$ cat config.mk
export PLATFORM = sky130hd
export DESIGN_NAME = rshift_exec
export DESIGN_NICKNAME = d
export VERILOG_FILES = /design/src/rtl/rshift_pkg.sv /design/src/rtl/rshift_regfile.sv /design/src/rtl/rshift_dp.sv /design/src/rtl/rshift_ctl.sv /design/src/rtl/rshift_exec.sv
export SDC_FILE = /design/constraint.sdc
export NUM_CORES = 2
export LEC_CHECK = 0
export ABC_AREA = 0
export BUFFER_PORTS_ARGS = -buffer_cell sky130_fd_sc_hd__buf_2
export CORE_UTILIZATION = 42
export CTS_BUF_LIST = sky130_fd_sc_hd__clkbuf_4
export DETAILED_ROUTE_END_ITERATION = 7
export HOLD_SLACK_MARGIN = 0.03
export SETUP_SLACK_MARGIN = 0.15
export SLEW_MARGIN = 20
export SYNTH_ARGS = -nofsm -noshare
export SYNTH_HDL_FRONTEND = slang
export SYNTH_SLANG_ARGS = --single-unit
$ cat constraint.sdc
create_clock -name clk -period 5.1 [get_ports clk]
set_input_delay 0.765 -clock clk [delete_from_list [all_inputs] [get_ports clk]]
set_output_delay 0.765 -clock clk [all_outputs]
set_load 0.01 [all_outputs]
$ cat src/rtl/rshift_pkg.sv
package rshift_pkg;
  typedef struct packed {
    logic idle;
    logic capture;
    logic loadCount;
    logic shiftStep;
  } ctlStrb_t;

  typedef enum logic [1:0] {ST_IDLE, ST_LOAD, ST_SHIFT, ST_FIN} ctlState_t;
endpackage

$ cat src/rtl/rshift_regfile.sv
module rshift_regfile #(
  parameter int DATA_W = 32,
  parameter int REG_AW = 5
) (
  input  logic              clk,
  input  logic              rstN,
  input  logic [REG_AW:0]   rdAddrA,
  input  logic [REG_AW:0]   rdAddrB,
  output logic [DATA_W-1:0] rdDataA,
  output logic [DATA_W-1:0] rdDataB,
  input  logic              we,
  input  logic [REG_AW:0]   wrAddr,
  input  logic [DATA_W-1:0] wrData,
  input  logic              tmpWe,
  input  logic [DATA_W-1:0] tmpData
);
  localparam int NGEN = 1 << REG_AW;
  localparam int NTOT = NGEN + 1;

  logic [DATA_W-1:0] mem [NTOT];

  // top address bit selects the temporary entry regardless of low bits
  function automatic logic [REG_AW:0] toIdx(input logic [REG_AW:0] a);
    return a[REG_AW] ? (REG_AW+1)'(NGEN) : {1'b0, a[REG_AW-1:0]};
  endfunction

  for (genvar g = 0; g < NTOT; g++) begin : gEntry
    if (g == NGEN) begin : gTmp
      always_ff @(posedge clk) begin
        if (!rstN) mem[g] <= '0;
        else if (we && toIdx(wrAddr) == (REG_AW+1)'(g)) mem[g] <= wrData;
        else if (tmpWe) mem[g] <= tmpData;
      end
    end else begin : gGen
      always_ff @(posedge clk) begin
        if (!rstN) mem[g] <= '0;
        else if (we && toIdx(wrAddr) == (REG_AW+1)'(g)) mem[g] <= wrData;
      end
    end
  end

  assign rdDataA = mem[toIdx(rdAddrA)];
  assign rdDataB = mem[toIdx(rdAddrB)];
endmodule

$ cat src/rtl/rshift_dp.sv
module rshift_dp
  import rshift_pkg::*;
#(
  parameter int DATA_W  = 32,
  parameter int REG_AW  = 5,
  parameter int INSTR_W = 32
) (
  input  logic               clk,
  input  logic               rstN,
  input  ctlStrb_t           strb,
  input  logic [INSTR_W-1:0] instrWord,
  input  logic               hostWe,
  input  logic [REG_AW-1:0]  hostAddr,
  input  logic [DATA_W-1:0]  hostData,
  input  logic [REG_AW-1:0]  rdAddr,
  output logic [DATA_W-1:0]  rdData,
  output logic               fieldZero,
  output logic               decZero
);
  localparam int SB_LSB = 0;
  localparam int SA_LSB = REG_AW;
  localparam int DR_LSB = 2 * REG_AW;
  localparam int FIELD_END = DR_LSB + REG_AW;
  localparam logic [REG_AW:0] TMP_ADDR = {1'b1, {REG_AW{1'b0}}};

  logic [REG_AW-1:0] drReg, sbReg;
  logic [DATA_W-1:0] tmpVal, srcVal, decVal, shiftVal, countVal;
  logic [REG_AW:0]   portBAddr, wrAddr;
  logic [DATA_W-1:0] wrData;
  logic              we;
  logic              unusedIgnored;

  assign unusedIgnored = ^{instrWord[INSTR_W-1:FIELD_END], instrWord[DR_LSB-1:SA_LSB]};

  always_ff @(posedge clk) begin
    if (!rstN) begin
      drReg <= '0;
      sbReg <= '0;
    end else if (strb.capture) begin
      drReg <= instrWord[DR_LSB +: REG_AW];
      sbReg <= instrWord[SB_LSB +: REG_AW];
    end
  end

  assign countVal  = {{(DATA_W-REG_AW){1'b0}}, sbReg};
  assign fieldZero = (sbReg == '0);
  assign decVal    = tmpVal - 1'b1;
  assign decZero   = (decVal == '0);
  assign shiftVal  = {1'b0, srcVal[DATA_W-1:1]};

  assign portBAddr = strb.idle ? {1'b0, rdAddr} : {1'b0, sbReg};
  assign we        = strb.loadCount | strb.shiftStep | (strb.idle & hostWe);

  always_comb begin
    if (strb.loadCount) begin
      wrAddr = TMP_ADDR;
      wrData = countVal;
    end else if (strb.shiftStep) begin
      wrAddr = {1'b0, drReg};
      wrData = shiftVal;
    end else begin
      wrAddr = {1'b0, hostAddr};
      wrData = hostData;
    end
  end

  rshift_regfile #(.DATA_W(DATA_W), .REG_AW(REG_AW)) rfI (
    .clk(clk), .rstN(rstN),
    .rdAddrA(TMP_ADDR), .rdAddrB(portBAddr),
    .rdDataA(tmpVal), .rdDataB(srcVal),
    .we(we), .wrAddr(wrAddr), .wrData(wrData),
    .tmpWe(strb.shiftStep), .tmpData(decVal)
  );

  assign rdData = srcVal;
endmodule

$ cat src/rtl/rshift_ctl.sv
module rshift_ctl
  import rshift_pkg::*;
(
  input  logic     clk,
  input  logic     rstN,
  input  logic     start,
  input  logic     fieldZero,
  input  logic     decZero,
  output ctlStrb_t strb,
  output logic     busy,
  output logic     done
);
  ctlState_t state, stateNext;

  always_comb begin
    stateNext = state;
    unique case (state)
      ST_IDLE:  if (start) stateNext = ST_LOAD;
      ST_LOAD:  stateNext = fieldZero ? ST_FIN : ST_SHIFT;
      ST_SHIFT: if (decZero) stateNext = ST_FIN;
      ST_FIN:   stateNext = ST_IDLE;
      default:  stateNext = ST_IDLE;
    endcase
  end

  always_ff @(posedge clk) begin
    if (!rstN) state <= ST_IDLE;
    else       state <= stateNext;
  end

  assign strb.idle      = (state == ST_IDLE);
  assign strb.capture   = (state == ST_IDLE) && start;
  assign strb.loadCount = (state == ST_LOAD);
  assign strb.shiftStep = (state == ST_SHIFT);
  assign busy = (state != ST_IDLE);
  assign done = (state == ST_FIN);
endmodule

$ cat src/rtl/rshift_exec.sv
module rshift_exec
  import rshift_pkg::*;
#(
  parameter int DATA_W  = 32,
  parameter int REG_AW  = 5,
  parameter int INSTR_W = 32
) (
  input  logic               clk,
  input  logic               rstN,
  input  logic               start,
  input  logic [INSTR_W-1:0] instrWord,
  input  logic               hostWe,
  input  logic [REG_AW-1:0]  hostAddr,
  input  logic [DATA_W-1:0]  hostData,
  input  logic [REG_AW-1:0]  rdAddr,
  output logic [DATA_W-1:0]  rdData,
  output logic               busy,
  output logic               done
);
  ctlStrb_t ctlStrb;
  logic     fieldZero, decZero;

  rshift_ctl ctlI (
    .clk(clk), .rstN(rstN), .start(start),
    .fieldZero(fieldZero), .decZero(decZero),
    .strb(ctlStrb), .busy(busy), .done(done)
  );

  rshift_dp #(.DATA_W(DATA_W), .REG_AW(REG_AW), .INSTR_W(INSTR_W)) dpI (
    .clk(clk), .rstN(rstN), .strb(ctlStrb), .instrWord(instrWord),
    .hostWe(hostWe), .hostAddr(hostAddr), .hostData(hostData),
    .rdAddr(rdAddr), .rdData(rdData),
    .fieldZero(fieldZero), .decZero(decZero)
  );
endmodule

* Yosys cells after proc, flatten, opt, wreduce, memory -nomap -nowiden *
Memory sizes are Yosys's and may differ from the RTL's.
Cells that the tools add are included.

word-level totals
  register bits after elaboration = 12
  output and inout port bits = 34
  memories kept = 1
  bits in writable memories = 1,056
  logic and storage cells = 268

memory list
  memory       depth  bits a word  rd ports  clocked after memory_dff  wr ports  line                  RTL
  dpI.rfI.mem  33     32           2         0                         33        rshift_regfile.sv:20  logic [DATA_W-1:0] mem [NTOT];

cells by class
  add/sub/neg operators = 1
  bitwise operators = 37
  equality and inequality tests = 37
  muxes and demuxes = 149
  reduce and logical (&&, ||, !) cells = 40

operators by type and width
  kind                                                                   number
  32-bit 2-to-1 mux                                                      36
  1-bit 2-to-1 mux                                                       105
  6-bit by 5-bit equality test with 1-bit output, second input constant  16
  6-bit by 4-bit equality test with 1-bit output, second input constant  8
  1-bit bitwise OR                                                       36
  1-bit logical AND                                                      34
  32-bit logical NOT                                                     1
  32-bit by 1-bit subtractor with 32-bit output, second input constant   1
  6-bit by 3-bit equality test with 1-bit output, second input constant  4
  6-bit 2-to-1 mux                                                       3
  6-bit by 2-bit equality test with 1-bit output, second input constant  2
  5-bit 2-to-1 mux                                                       2
  2-bit case mux with 4 select lines                                     1
  6-bit by 1-bit equality test with 1-bit output, second input constant  1
  6-bit equality test, second input constant                             1
  6-bit logical NOT                                                      1
  5-bit logical NOT                                                      1
  2-bit equality test, second input constant                             2
  2-bit 2-to-1 mux                                                       2
  2-bit inequality test, second input constant                           2
  2-bit by 1-bit equality test with 1-bit output, second input constant  1
  2-bit logical NOT                                                      1
  2-bit AND reduction                                                    1
  2-bit nonzero test                                                     1
  1-bit bitwise AND                                                      1

* Longest topological paths before layout *
  word-level depth = 11
  gate-level depth with buffers = 14

* By module *
A second synthesis with hierarchy kept.

second synthesis, totals
  cell total of the unflattened synthesis = 5,327
  area total of the unflattened synthesis = 60,727.0 µm²

by module, submodules not included
  module          seq. area each (µm²)  cells an instance  times used  area each (µm²)
  rshift_regfile  31,710.4              5,061              1           58,721.3
  rshift_dp       200.2                 247                1           1,826.8
  rshift_ctl      40.0                  19                 1           178.9

* Worst setup path after synthesis *
OpenSTA, ideal clock, no wires.

  kind = register to register
  start = reg ctlI.state[0]
  end = mem dpI.rfI.mem[12][0] (enable)
  cell stages (with the launch flop) = 9
  setup time = 0.466 ns
  arrival time = 4.469 ns
  slack = 0.166 ns
  required time = 4.634 ns
  cells stage by stage = dfxtp_1 -> inv_1 -> ha_1 -> clkbuf_1 -> clkbuf_1 -> buf_1 -> a211o_1 -> nand2_1 -> o21ai_0

RTL lines
  element                 line                  RTL
  start, declared         rshift_ctl.sv:13      ctlState_t state, stateNext;
  start signal, assigned  rshift_ctl.sv:28      else state <= stateNext;
  end, declared           rshift_regfile.sv:20

* Final worst setup path *
  start = reg ctlI.state[1]
  end = out rdData[24]

between the ends
  longest elaborated chain between the ends = 4

RTL lines
  element             line                  RTL
  2-bit logical NOT   rshift_ctl.sv:31      assign strb.idle = (state == ST_IDLE);
  5-bit 2-to-1 mux    rshift_dp.sv:51       assign portBAddr = strb.idle ? {1'b0, rdAddr} : {1'b0, sbReg};
  6-bit 2-to-1 mux    rshift_regfile.sv:24  return a[REG_AW] ? (REG_AW+1)'(NGEN) : {1'b0, a[REG_AW-1:0]};
  memory 33 x 32 bit  --
  end, declared       rshift_exec.sv:16     output logic [DATA_W-1:0] rdData,

No other way between the ends.

==> run_results.csv <==
group,metric,value,unit
run_status,run_status,"finished clean",
synthesis,synth.most_common_cell,"nor2_1",
global_routing,grt_max_degree,91,
pwr,power.leakage,20.9,nW
min_path,holdPathStages,4,
sta,max_slew.worst_pin.slew,1.01,ns
clocking,clkSlewWorstSetupHoldPaths,0.06,ns
routing,viasPerCell,5.63,
job,cap_violations,0,
sta,rsz0062_at_grt,"true",
synthesis,ys_seq_area_share,67.1,%
critical_path,start_kind,"register",
sta,final.period_utilization,96.9,%
clocking,clockRootBuffer,"clkbuf_4",
routing,vias,30000,
clocking,clk_latency,1.18,ns
min_path,worstHoldEndpoint,"dpI.rfI.mem[23][16]",
pwr,total_power,29.9,mW
sta,drv_slew,0,
clocking,cts.sinks,1068,
place,dpl_cell_area,0.0509,mm^2
die,io_pins,112,
final_layout,fill_cells,9645,
pwr,powerDensity,537,mW/mm^2
min_path,min-delay-start,"hostData[16]",
sta,hold_violations,0,
final_layout,utilization,49.5,%
synthesis,syn_inst,3348,
routing,drt-initial-drc-count,3033,
critical_path,r2r-start,"ctlI.state[1]",
routing,routed_wl,137000,um
routing,first_pass_iters,7,
die,die_height,339,um
sta,layout_min_cycle_time,4.94,ns
final_layout,final_area,0.0556,mm^2
place,hpwl,75200,um
die,die_x,339,um
routing,ant_nets,0,
clocking,cts_buffers,298,
clocking,cts_buffer_depth,4,
min_path,min_path_type,"in2reg",
synthesis,yosys-top-cells-area,"edfxtp_1 (67%), mux4_2 (12%), nor2_1 (8.5%)",
critical_path,timing.rr.end,"dpI.rfI.mem[8][23]",
final_layout,syn_to_final_growth,16.8,%
critical_path,r2r_cells,16,
synthesis,yosys_warnings,0,
clocking,htree_levels,5,
clocking,cts_tree,"done",
sta,fin_tns_setup,0,ns
place,gp_congestion,0.803,
synthesis,yosysTopAreaCell,"edfxtp_1",
final_layout,multi_input_area,0.0153,mm^2
routing,routedWlPerCell,25.6,um
synthesis,synth_edf_count,1056,
sta,setup_viol,0,
final_layout,drive_gt1_share,31.8,%
die,core-area,0.112,mm^2
synthesis,avgSynthCellArea,14.2,um^2
synthesis,yosys_most_used_dff,"edfxtp_1",
sta,max_freq,202,MHz
pwr,vdd_ir_drop_max,0.000463,V
synthesis,async_flop_share,0,%
synthesis,syn_area,0.0476,mm^2
synthesis,netlist_top_cells_count,"nor2_1 (1081), edfxtp_1 (1056), mux4_2 (256)",
synthesis,synth_cell_type_count,59,
synthesis,syn_nets,3434,
critical_path,worst_setup_path_end_kind,"output pin",
global_routing,grt_first_pass_wirelength,200000,um
routing,drc,0,
global_routing,antenna_found_initial,5,
die,start_util,42.3,%
global_routing,grt_pass1_vias,30700,
global_routing,overflow,0,
critical_path,required,4.34,ns
die,dieArea,0.115,mm^2
sta,clock_skew,0.0848,ns
global_routing,track_usage,23.9,%
critical_path,crit_type,"reg2out",
final_layout,final_nets,3745,
critical_path,cp_max_fo,11,
synthesis,synth_top_cell_area_share,66.6,%
sta,relSlewSlack,32.8,%
place,port_buffers,89,
synthesis,synth_seq_cells,1068,
die,rows,123,
final_layout,ff_latch_area,0.0320,mm^2
critical_path,reg2reg_slack,0.97,ns
critical_path,cp.arrival,4.18,ns
## area by class of cell
type | instances | area share [%]
well taps | 1500 | 3.37
multi-input cells | 1964 | 27.5
repair buffers | 318 | 5.32
flip-flops and latches | 1068 | 57.4
diodes | 8 | 0.0360
inverters | 9 | 0.0652
clock buffers | 430 | 5.80
clock inverters | 44 | 0.499
## cells in the final DEF, fill, tap and decap left out, drive strengths merged, types with 3 or more instances in the layout
cell type	Yosys	final
a211oi	3	3
a21o	5	5
a21oi	19	19
and2	5	5
buf	150	302
bufbuf	0	3
bufinv	0	4
clkbuf	157	432
clkinv	0	34
dfxtp	12	12
diode	0	8
dlygate4sd3	0	11
edfxtp	1056	1056
ha	8	8
inv	9	15
mux2	65	65
mux2i	106	106
mux4	256	256
nand2	149	149
nand2b	7	7
nand3	10	10
nand3b	8	8
nand4	6	6
nor2	1082	1082
nor2b	6	6
nor3	18	18
nor4	10	10
nor4b	4	4
o211ai	32	32
o21ai	107	107
or2	3	3
or3	5	5
or3b	3	3
or4b	3	3
xnor2	14	14
xor2	12	12
## worst max path at each step
stage                              from            endpoint  slack, ns  cells past startpoint
after floorplan           ctlI.state[0]  dpI.rfI.mem[12][0]       0.17                      8
after global placement    ctlI.state[0]          rdData[13]       0.73                     10
after detailed placement  ctlI.state[0]          rdData[13]       0.67                     10
after CTS                 ctlI.state[1]          rdData[24]       0.07                     14
after global routing      ctlI.state[1]          rdData[11]       0.06                     14
final                     ctlI.state[1]          rdData[24]       0.16                     12
## sequential cells by signal, summed over array words and instances, names as in the netlist
signal	flops
dpI.sbReg	5
dpI.drReg	5
dpI.rfI.mem	1056
ctlI.state	2
## per-stage QoR
| step | cells | hold slack (ns) | worst slack, ns |
|---|---|---|---|
| 3_5_place_dp | 4786 | 0.467 | 0.667 |
| 6_report | 5341 | 0.184 | 0.159 |
| 3_3_place_gp | 4786 | 0.445 | 0.735 |
| 4_1_cts | 5318 | 0.0736 | 0.0720 |
| 5_1_grt | 5340 | 0.133 | 0.0611 |
| 2_1_floorplan | 3348 | 0.433 | 0.166 |
## where the power goes
part	total [mW]	internal (mW)	switching, mW
clock network	7.47	4.02	3.45
registers	10.7	10.4	0.304
logic	11.7	4.78	6.88
## kinds of logic (layout without fill, tap and decap cells)
group,count (synthesis),in the layout,synth area share (%)
xor gates and xnor gates,26,26,0.478
DFF,1068,1068,67.1
adders and majority gates,8,8,0.210
buffers and inverters,316,801,2.86
other,0,8,0
muxes,427,427,16.1
and+or+nand+nor,1322,1322,11.1
AOI/OAI and AO/OA,181,181,2.23
## worst max-delay path, cell delays in order (launching register included)
cell,delay (ns)
dfxtp_4,0.35
inv_4,0.06
ha_4,0.15
mux2i_4,0.25
buf_12,0.15
buf_16,0.13
buf_12,0.13
buf_16,0.16
mux4_2,0.52
mux2_2,0.28
o211ai_1,0.50
o21ai_2,0.19
buf_2,0.19
## metal layers
| metal | wire, um | vias up | global-route usage, % |
|---|---|---|---|
| li1 | - | 13000 | - |
| met1 | 55500 | 15300 | 32.3 |
| met2 | 65800 | 1474 | 38.5 |
| met3 | 11600 | 227 | 4.31 |
| met4 | 3890 | 0 | 9.16 |
| met5 | 0 | - | 0 |
## what timing repair did
action	CTS	global route
cloned	8	2
buffers inserted	39	13
gates resized for setup	84	16
hold endpoints to repair	14	0
endpoints found under the setup margin	32	25
pin swaps	20	9
hold buffers	11	0
Note: power is estimated with default switching activity, not from simulation.
